## src/rtl/pgld_pkg.sv

```systemverilog
package pgld_pkg;
   typedef enum logic [1:0] {
      PL_IDLE    = 2'd0,
      PL_WAIT    = 2'd1,
      PL_COLLECT = 2'd2
   } pl_state_e;

   localparam logic [7:0] PL_ERASED = 8'hFF;
   localparam int         PL_WORD_W = 16;
endpackage

```

## src/rtl/pgld_timer.sv

```systemverilog
module pgld_timer #(
   parameter int GAP_CYC  = 25000,
   parameter int LATE_CYC = 7500
) (
   input  logic clk,
   input  logic rst_n,
   input  logic run_i,
   input  logic kick_i,
   output logic expire_o,
   output logic late_o
);
   localparam int CW = $clog2(GAP_CYC + 1);

   logic [CW-1:0] cnt_q;

   always_ff @(posedge clk or negedge rst_n) begin
      if (!rst_n)               cnt_q <= '0;
      else if (!run_i || kick_i) cnt_q <= '0;
      else                       cnt_q <= cnt_q + 1'b1;
   end

   assign expire_o = run_i && !kick_i && (cnt_q == CW'(GAP_CYC - 1));

   generate
      if (LATE_CYC > 0) begin : g_late
         assign late_o = run_i && kick_i && (cnt_q >= CW'(LATE_CYC));
      end else begin : g_nolate
         assign late_o = 1'b0;
      end
   endgenerate
endmodule

```

## src/rtl/pgld_store.sv

```systemverilog
module pgld_store
   import pgld_pkg::*;
#(
   parameter int PAGE_BYTES = 128
) (
   input  logic                      clk,
   input  logic                      rst_n,
   input  logic                      clr_i,
   input  logic                      wr_i,
   input  logic                      wide_i,
   input  logic [$clog2(PAGE_BYTES)-1:0] idx_i,
   input  logic [PL_WORD_W-1:0]      data_i,
   output logic [PAGE_BYTES*8-1:0]   page_o
);
   localparam int IDX_W = $clog2(PAGE_BYTES);

   generate
      for (genvar b = 0; b < PAGE_BYTES; b++) begin : g_byte
         localparam logic [IDX_W-1:0] BI = IDX_W'(b);
         logic       hit;
         logic [7:0] lane;
         logic [7:0] mem_q;
         logic       flag_q;

         assign hit = wr_i && (wide_i ? (idx_i[IDX_W-1:1] == BI[IDX_W-1:1])
                                      : (idx_i == BI));
         if (b % 2 == 1) begin : g_odd
            assign lane = wide_i ? data_i[15:8] : data_i[7:0];
         end else begin : g_even
            assign lane = data_i[7:0];
         end

         always_ff @(posedge clk or negedge rst_n) begin
            if (!rst_n) begin
               flag_q <= 1'b0;
               mem_q  <= PL_ERASED;
            end else if (clr_i) begin
               flag_q <= 1'b0;
            end else if (hit) begin
               flag_q <= 1'b1;
               mem_q  <= lane;
            end
         end

         assign page_o[b*8 +: 8] = flag_q ? mem_q : PL_ERASED;
      end
   endgenerate
endmodule

```

## src/rtl/page_load_buffer.sv

```systemverilog
module page_load_buffer
   import pgld_pkg::*;
#(
   parameter int ADDR_W     = 20,
   parameter int PAGE_BYTES = 128,
   parameter int GAP_CYC    = 25000,
   parameter int LATE_CYC   = 7500
) (
   input  logic                                 clk,
   input  logic                                 rst_n,
   input  logic                                 arm_i,
   input  logic                                 wide_i,
   input  logic                                 ld_valid_i,
   input  logic [ADDR_W-1:0]                    ld_addr_i,
   input  logic [15:0]                          ld_data_i,
   output logic                                 busy_o,
   output logic                                 pg_start_o,
   output logic [ADDR_W-$clog2(PAGE_BYTES)-1:0] pg_addr_o,
   output logic                                 pg_wide_o,
   output logic [PAGE_BYTES*8-1:0]              pg_data_o,
   output logic                                 addr_err_o,
   output logic                                 late_o
);
   localparam int OFS_W = $clog2(PAGE_BYTES);
   localparam int PG_W  = ADDR_W - OFS_W;

   if (PAGE_BYTES < 4 || (1 << OFS_W) != PAGE_BYTES) begin : g_bad_page
      $error("PAGE_BYTES must be a power of two of at least 4");
   end
   if (PG_W < 1) begin : g_bad_addr
      $error("ADDR_W must exceed the in-page offset width");
   end
   if (GAP_CYC < 2 || LATE_CYC >= GAP_CYC) begin : g_bad_time
      $error("need GAP_CYC >= 2 and LATE_CYC < GAP_CYC");
   end

   pl_state_e       st_q;
   logic [PG_W-1:0] page_q;
   logic [PG_W-1:0] ld_pg;
   logic            wide_q, err_q, late_q, start_q;
   logic            page_hit, accept, stray, run, expire, late_hit;

   assign ld_pg    = ld_addr_i[ADDR_W-1:OFS_W];
   assign page_hit = (ld_pg == page_q);
   assign accept   = ld_valid_i && !arm_i &&
                     ((st_q == PL_WAIT) || ((st_q == PL_COLLECT) && page_hit));
   assign stray    = ld_valid_i && !arm_i && (st_q == PL_COLLECT) && !page_hit;
   assign run      = (st_q == PL_COLLECT) && !arm_i;

   pgld_timer #(
      .GAP_CYC  (GAP_CYC),
      .LATE_CYC (LATE_CYC)
   ) u_timer (
      .clk      (clk),
      .rst_n    (rst_n),
      .run_i    (run),
      .kick_i   (accept),
      .expire_o (expire),
      .late_o   (late_hit)
   );

   pgld_store #(
      .PAGE_BYTES (PAGE_BYTES)
   ) u_store (
      .clk    (clk),
      .rst_n  (rst_n),
      .clr_i  (arm_i),
      .wr_i   (accept),
      .wide_i (wide_q),
      .idx_i  (ld_addr_i[OFS_W-1:0]),
      .data_i (ld_data_i),
      .page_o (pg_data_o)
   );

   always_ff @(posedge clk or negedge rst_n) begin
      if (!rst_n) begin
         st_q    <= PL_IDLE;
         page_q  <= '0;
         wide_q  <= 1'b0;
         err_q   <= 1'b0;
         late_q  <= 1'b0;
         start_q <= 1'b0;
      end else begin
         start_q <= 1'b0;
         if (arm_i) begin
            st_q   <= PL_WAIT;
            wide_q <= wide_i;
            err_q  <= 1'b0;
            late_q <= 1'b0;
         end else begin
            unique case (st_q)
               PL_WAIT: begin
                  if (accept) begin
                     page_q <= ld_pg;
                     st_q   <= PL_COLLECT;
                  end
               end
               PL_COLLECT: begin
                  if (stray)    err_q  <= 1'b1;
                  if (late_hit) late_q <= 1'b1;
                  if (expire) begin
                     st_q    <= PL_IDLE;
                     start_q <= 1'b1;
                  end
               end
               default: ;
            endcase
         end
      end
   end

   assign busy_o     = (st_q != PL_IDLE);
   assign pg_start_o = start_q;
   assign pg_addr_o  = page_q;
   assign pg_wide_o  = wide_q;
   assign addr_err_o = err_q;
   assign late_o     = late_q;
endmodule

```

## config.mk

```make
export PLATFORM = sky130hd
export DESIGN_NAME = page_load_buffer
export DESIGN_NICKNAME = d
export VERILOG_FILES = /design/src/rtl/pgld_pkg.sv /design/src/rtl/pgld_timer.sv /design/src/rtl/pgld_store.sv /design/src/rtl/page_load_buffer.sv
export SDC_FILE = /design/constraint.sdc
export NUM_CORES = 2
export LEC_CHECK = 0
export BUFFER_PORTS_ARGS = -buffer_cell sky130_fd_sc_hd__buf_2
export CELL_PAD_IN_SITES_DETAIL_PLACEMENT = 0
export CELL_PAD_IN_SITES_GLOBAL_PLACEMENT = 1
export CORE_AREA = 2 2 421 423
export CTS_CLUSTER_DIAMETER = 60
export DETAILED_ROUTE_END_ITERATION = 8
export DIE_AREA = 0 0 423 425
export HOLD_SLACK_MARGIN = 0.15
export PLACE_DENSITY = 0.58
export SLEW_MARGIN = 15
export SYNTH_ARGS = -nofsm -noshare
export SYNTH_HDL_FRONTEND = slang
export SYNTH_SLANG_ARGS = --single-unit
```

## constraint.sdc

```tcl
create_clock -name clk -period 4.2 [get_ports clk]
set_input_delay 0.63 -clock clk [delete_from_list [all_inputs] [get_ports clk]]
set_output_delay 0.63 -clock clk [all_outputs]
set_load 0.1 [all_outputs]
```

Yosys cells after proc, flatten, opt, wreduce, memory -nomap -nowiden

Index checks and enable logic that the tools add are counted.

Word-level logic and storage cells: 1,400
Input bits: 41
Register bits: 1,186
Output and inout bits: 1,042

Bitwise gates (word level): 1
Equal/unequal tests: 196
Mux-type cells: 527
Add/sub/neg operators: 1
Reductions and logical operators: 411
$lt $le $gt $ge: 1

Operators with widths:

| cell                  | count |
|---|---|
| $mux 8                | 129 |
| $eq 7x7->1 const B    | 64 |
| $mux 1                | 393 |
| $reduce_bool 2->1     | 132 |
| $reduce_and 2->1      | 130 |
| $eq 7x6->1 const B    | 32 |
| $eq 6x6->1 const B    | 32 |
| $logic_and 1x1->1     | 138 |
| $eq 7x5->1 const B    | 16 |
| $eq 6x5->1 const B    | 16 |
| $eq 7x4->1 const B    | 8 |
| $eq 6x4->1 const B    | 8 |
| $eq 7x3->1 const B    | 4 |
| $eq 6x3->1 const B    | 4 |
| $add 15x1->15 const B | 1 |
| $eq 15x15->1 const B  | 1 |
| $ge 15x13->1 const B  | 1 |
| $mux 15               | 1 |
| $eq 7x2->1 const B    | 2 |
| $eq 13x13->1          | 1 |
| $eq 6x2->1 const B    | 2 |
| $eq 7x1->1 const B    | 1 |
| $logic_not 7->1       | 1 |
| $eq 6x1->1 const B    | 1 |
| 12 further kinds      | 19 |

Longest topological paths before layout

Depth in word-level cells: 10
Gate-level depth with buffers: 9
Gate-level depth less buffers: 6

By module

A second synthesis with hierarchy kept.

Cell total of the unflattened synthesis: 4,173
Area, all modules: 54,876.4 um^2

By module, submodules not included:

| module           | cells each | area each (um^2) | seq. area each (um^2) | times used |
|---|---|---|---|---|
| pgld_store       | 4,008      | 53,063.4         | 30,108.9              | 1 |
| page_load_buffer | 70         | 937.1            | 475.5                 | 1 |
| pgld_timer       | 95         | 875.8            | 375.4                 | 1 |

Worst setup path before layout

OpenSTA, ideal clock, no wires.

Path type: flip-flop to flip-flop
Start point: reg page_q[2], in the netlist pg_addr_o[2]
End point: reg u_store.g_byte[104].mem_q[0]
Path slack: 1.132 ns
Period minus slack after synthesis: 3.068 ns
Buffers on the path: 2
Data arrival time: 2.986 ns
Data required time: 4.118 ns
Cell stages (with the launch flop): 8
Setup time: 0.082 ns
Cell sequence: dfrtp_1 -> xnor2_2 -> nand4_1 -> or4_1 -> buf_2 -> buf_6 -> a211oi_4 -> mux2_4

Cells in the longest elaborated chain, start to end: 6

Ends and longest elaborated chain:

| item                       | line                   | text |
|---|---|---|
| start: declaration         | page_load_buffer.sv:38 | `logic [PG_W-1:0] page_q;` |
| start signal: assignment   | page_load_buffer.sv:94 | `page_q <= ld_pg;` |
| $eq 13x13->1               | page_load_buffer.sv:44 | `assign page_hit = (ld_pg == page_q);` |
| $logic_and 1x1->1          | page_load_buffer.sv:46 | `((st_q == PL_WAIT) \|\| ((st_q == PL_COLLECT) && page_hit));` |
| $logic_or 1x1->1           | page_load_buffer.sv:46 |  |
| $logic_and 1x1->1          | page_load_buffer.sv:45 | `assign accept = ld_valid_i && !arm_i &&` |
| $logic_and 1x1->1          | pgld_store.sv:25       | `assign hit = wr_i && (wide_i ? (idx_i[IDX_W-1:1] == BI[IDX_W-1:1])` |
| $reduce_and 2->1 (no line) | n/a                    |  |
| end signal: assignment     | pgld_store.sv:41       | `mem_q <= lane;` |
| end: declaration           | pgld_store.sv:22       | `logic [7:0] mem_q;` |

No other way between the ends.
A chain may end at the register's enable or synchronous reset.

Final worst setup path

Start point: in ld_addr_i[11]
End point: reg u_store.g_byte[68].mem_q[7]

Cells in the longest elaborated chain, start to end: 6

Ends and longest elaborated chain:

| item                       | line                   | text |
|---|---|---|
| start: declaration         | page_load_buffer.sv:14 | `input logic [ADDR_W-1:0] ld_addr_i,` |
| $eq 13x13->1               | page_load_buffer.sv:44 |  |
| $logic_and 1x1->1          | page_load_buffer.sv:46 |  |
| $logic_or 1x1->1           | page_load_buffer.sv:46 |  |
| $logic_and 1x1->1          | page_load_buffer.sv:45 |  |
| $logic_and 1x1->1          | pgld_store.sv:25       |  |
| $reduce_and 2->1 (no line) | n/a                    |  |
| end signal: assignment     | pgld_store.sv:41       |  |
| end: declaration           | pgld_store.sv:22       |  |

No other way between the ends.

==> qor_table.md <==
| Item | Value |
| --- | --- |
| Number of nets produced by synthesis | 4308 |
| Sw Pwr | 0.00767 W |
| Kind of cell adding the most delay to the critical path | simple AND/OR/NAND/NOR gates |
| P_leak | 25.5 nW |
| Avg Synthesized Cell Area | 12.5 um2 |
| Gate power share | 0.099 |
| Crit path largest cell delay | 1030 ps |
| Placed cells | 7607 |
| Worst-Margin Slew | 1220 ps |
| Final routed DRC violation total | 0 |
| Critical Path RT | 4900 ps |
| Switching share of power | 0.261 |
| Width of the die | 423 um |
| Die Span Y | 425 um |
| Clock tree from TritonCTS | done |
| Initial DRT Pass Iterations | 5 |
| Synthesized-area fraction occupied by ao, oa, aoi and oai cells | 0.116 |
| Global-route wire length before repair | 326000 um |
| Number of filler cells placed in the layout | 17417 |
| Post-synthesis mux area share | 0.129 |
| Total die area | 180000 um2 |
| Number of standard-cell rows in the floorplan | 154 |
| Synthesized-area fraction occupied by and/or/nand/nor cells | 0.143 |
| Post-synth EDFFs | 0 |
| Hold depth | 4 |
| Largest net degree at the start of global routing | 119 |
| Largest area contributor in the synthesized netlist | sky130_fd_sc_hd__dfstp_2 |
| Most frequent cells in the layout | sky130_fd_sc_hd__buf_2 (1081), sky130_fd_sc_hd__dfstp_2 (1024), sky130_fd_sc_hd__nand2b_1 (973), sky130_fd_sc_hd__mux2_2 (593), sky130_fd_sc_hd__o2bb2ai_1 (255) |
| Yosys Warn Count | 0 |
| Sequential area share after synthesis | 0.583 |
| Number of max-capacitance violations reported | 0 |
| Drt total wl | 236000 um |
| Overall Global Routing Usage | 0.255 |
| Adder-Cell Fraction of Synth Area | 0.000471 |
| Top FF cell, synth | sky130_fd_sc_hd__dfstp_2 |
| Vias | 39824 |
| Run status | complete, no violations |
| Clock tree root driver cell | sky130_fd_sc_hd__clkbuf_16 |
| Hold crit path type | in -> reg |
| Routability cong. | 0.866 |
| Startpoint of the lowest-slack register-to-register path | pg_addr_o[4]$_DFFE_PN0P_ |
| Register bit total from synthesis | 1186 |
| Initial DRC count | 2586 |
| Slack of the critical path | 645 ps |
| Ratio of cells with drive above 1 in the final layout | 0.577 |
| Clock tree buffer depth | 3 |
| Final net count | 5478 |
| Count of mapped cells out of synthesis | 4265 |
| Initial core utilization | 0.303 |
| Pre-CTS worst setup slack | 424 ps |
| Average wire per cell in the routed design | 29.8 um |
| Maximum frequency from static timing analysis | 0.281 GHz |
| Largest fanout on the critical path | 16 |
| Relative contribution of the clock network to total power | 0.461 |
| Sequential standard cell area | 31000 um2 |
| Internal | 0.0217 W |
| Half-perimeter wire length after detailed placement | 171000 um |
| Count of nets left with antenna violations after detail routing | 0 |
| Max-slew violation total from the final report | 0 |
| Largest cells by area after synthesis | sky130_fd_sc_hd__dfstp_2 (51%), sky130_fd_sc_hd__mux2_2 (13%), sky130_fd_sc_hd__nand2b_1 (11%) |
| Share of the clock period used by the worst path after layout | 0.846 |
| Via count of the first global-routing pass | 41037 |
| Clock transition at the registers of the reported paths | 60 ps |
| Sink Count | 1186 |
| Data arrival at the endpoint of the critical path | 4260 ps |
| Core Region | 175000 um2 |
| First element of the critical path | ld_addr_i[11] |
| Post-synth cell types | 53 |
| Share of power burned in registers | 0.440 |
| Num CTS Buffers | 150 |
| Cells traversed along the worst timing path | dlygate4sd3_1 -> buf_2 -> xnor2_1 -> nand3_1 -> or4_2 -> buf_12 -> a211oi_2 -> mux2_2 |
| Highest-delay cell along the critical path | sky130_fd_sc_hd__or4_2 |
| Power density normalized to cell area | 433 nW/um2 |
| Kind of critical path | in -> reg |
| Crit path capture | u_store.g_byte[68].mem_q[7]$_DFFE_PN1P_ |
| Most common library cell in the layout ignoring fill and taps | sky130_fd_sc_hd__buf_2 |
| Level count of the clock H-tree | 4 |
| Flop-to-flop setup slack | 690 ps |
| Final period demand of the worst path | 3560 ps |
| Total Negative Setup Slacks | 0 ps |
| Xor and xnor fraction of the mapped netlist area | 0.00457 |
| Via-per-instance ratio | 5.03 |
| Clock latency on the worst-skew pair | 790 ps |
| RSZ-0062 raised after global routing | no |
| Hold violation count in the final report | 0 |
| Total gr overflow | 0 |
| Area growth from synthesis to layout | 27.7% |
| Post-synthesis cell area | 53100 um2 |
| Final setup fails | 0 |
| Dominant combinational cell family by area after synthesis | simple AND/OR/NAND/NOR gates |
| Proportion of synthesized flip-flops having asynchronous set or reset | 1.00 |
| # IOs | 1083 |
| Number of antenna violations at the first check in global routing | 19 |
| Yosys top cell area share | 0.506 |
| Worst path bufs/invs | 3 |
| Number of input and output port buffers inserted | 1082 |
| Nature of the critical path startpoint | primary input |
| CP endpoint kind | flop |
| Worst r2r path cells | 6 |
| Clock tree skew after final layout | 24.8 ps |
| Worst vdd rail ir drop | 421 uV |
| Worst relative slew slack | 0.182 |
| WP depth | 8 |
| Critical register-to-register path endpoint | u_store.g_byte[68].mem_q[7]$_DFFE_PN1P_ |
| Area of combinational cells with multiple inputs | 21200 um2 |
| Post-layout instance count excluding filler cells | 7911 |
[layer usage]
layer,up-vias,part of all wire,track usage
met5,-,0.000051,0
met4,2,0.038,0.0930
met3,326,0.058,0.0596
met2,1204,0.50,0.440
met1,20906,0.40,0.309
li1,17386,-,-
[cell families after synthesis]
| family | after synthesis |
|---|---|
| compound gates | 787 |
| xor+xnor | 26 |
| fa+ha+maj | 2 |
| buf+inv | 328 |
| flops | 1186 |
| mux | 609 |
| simple gates | 1327 |
[power by group through the flow]
| stage | clock, W | combinational, W | sequential (W) |
|---|---|---|---|
| global placement | 0 | 0.00290 | 0.0131 |
| global route | 0.0143 | 0.00308 | 0.0130 |
| CTS | 0.0139 | 0.00296 | 0.0129 |
| detailed placement | 0 | 0.00294 | 0.0131 |
| floorplan | 0 | 0.00152 | 0.0132 |
| finish | 0.0135 | 0.00290 | 0.0129 |
[Yosys cell counts, types with 3 or more instances]
master and n:
sky130_fd_sc_hd__a22o_1 54, sky130_fd_sc_hd__a31oi_1 72, sky130_fd_sc_hd__o2bb2ai_1 255, sky130_fd_sc_hd__mux2i_1 8, sky130_fd_sc_hd__o22a_1 64, sky130_fd_sc_hd__a2bb2oi_1 24
sky130_fd_sc_hd__o211ai_1 41, sky130_fd_sc_hd__o22ai_1 56, sky130_fd_sc_hd__nand3_1 29, sky130_fd_sc_hd__a211oi_1 82, sky130_fd_sc_hd__mux2_2 593, sky130_fd_sc_hd__mux2_4 8
sky130_fd_sc_hd__inv_1 75, sky130_fd_sc_hd__a21o_1 19, sky130_fd_sc_hd__clkbuf_1 233, sky130_fd_sc_hd__nor2b_1 7, sky130_fd_sc_hd__a211oi_2 9, sky130_fd_sc_hd__xor2_1 7
sky130_fd_sc_hd__nor4_1 6, sky130_fd_sc_hd__buf_2 14, sky130_fd_sc_hd__buf_1 4, sky130_fd_sc_hd__o21ai_0 14, sky130_fd_sc_hd__a21oi_1 16, sky130_fd_sc_hd__nor3_1 11
sky130_fd_sc_hd__nand4_1 10, sky130_fd_sc_hd__dfrtp_1 162, sky130_fd_sc_hd__and3_1 3, sky130_fd_sc_hd__nand2b_1 975, sky130_fd_sc_hd__o21a_1 7, sky130_fd_sc_hd__and2_1 3
sky130_fd_sc_hd__o21ai_1 61, sky130_fd_sc_hd__dfstp_2 1024, sky130_fd_sc_hd__or2_2 4, sky130_fd_sc_hd__a211oi_4 5, sky130_fd_sc_hd__or4_1 3, sky130_fd_sc_hd__or3_1 3
sky130_fd_sc_hd__nand2_1 165, sky130_fd_sc_hd__xnor2_1 17, sky130_fd_sc_hd__nor2_1 102
[layout make-up]
type | instances | area share
repair buffers | 1271 | 0.106
multi-input cells | 2751 | 0.313
flip-flops and latches | 1186 | 0.456
inverters | 75 | 0.00422
well taps | 2340 | 0.0432
clock inverters | 47 | 0.00909
diodes | 12 | 0.000443
clock buffers | 229 | 0.0678
[metrics by stage]
| step | hold slack [ps] | total power, W | util | area [um2] |
|---|---|---|---|---|
| after detailed placement | 471 | 0.0160 | 0.356 | 62400 |
| after CTS | 253 | 0.0297 | 0.387 | 67800 |
| after floorplan | 334 | 0.0147 | - | 53100 |
| after global routing | 319 | 0.0304 | 0.387 | 67800 |
| after global placement | 468 | 0.0160 | 0.356 | 62400 |
| final | 323 | 0.0294 | 0.387 | 67800 |
[worst reg2reg max path: stages, from the launching register on]
cell and delay [ps]:
sky130_fd_sc_hd__dfrtp_1 420, sky130_fd_sc_hd__xnor2_1 350, sky130_fd_sc_hd__nand3_1 310, sky130_fd_sc_hd__or4_2 1040
sky130_fd_sc_hd__buf_12 310, sky130_fd_sc_hd__a211oi_2 590, sky130_fd_sc_hd__mux2_2 400
[state kept, by name (all words and copies together) (netlist names)]
signal,flops
u_store.g_byte.mem_q,1024
u_timer.cnt_q,15
pg_start_o,1
late_o,1
pg_addr_o,13
u_store.g_byte.flag_q,128
st_q,2
addr_err_o,1
pg_wide_o,1
[worst min path at each step]
stage	end	slack [ps]	startpoint
floorplan	addr_err_o$_DFFE_PN0P_	330	rst_n
finish	u_store.g_byte[19].mem_q[7]$_DFFE_PN1P_	320	ld_data_i[15]
global route	u_store.g_byte[51].mem_q[7]$_DFFE_PN1P_	320	ld_data_i[15]
CTS	u_store.g_byte[19].mem_q[7]$_DFFE_PN1P_	250	ld_data_i[15]
detailed placement	u_store.g_byte[52].mem_q[0]$_DFFE_PN1P_	470	u_store.g_byte[52].mem_q[0]$_DFFE_PN1P_
global placement	u_store.g_byte[22].mem_q[5]$_DFFE_PN1P_	470	u_store.g_byte[22].mem_q[5]$_DFFE_PN1P_
[what timing repair did]
item | in CTS | in global routing
gates resized for setup | 0 | 0
hold endpoints to repair | 21 | 0
hold buffers | 16 | 0
setup buffers | 0 | 0
No activity file was read; power rests on OpenSTA's default activity.
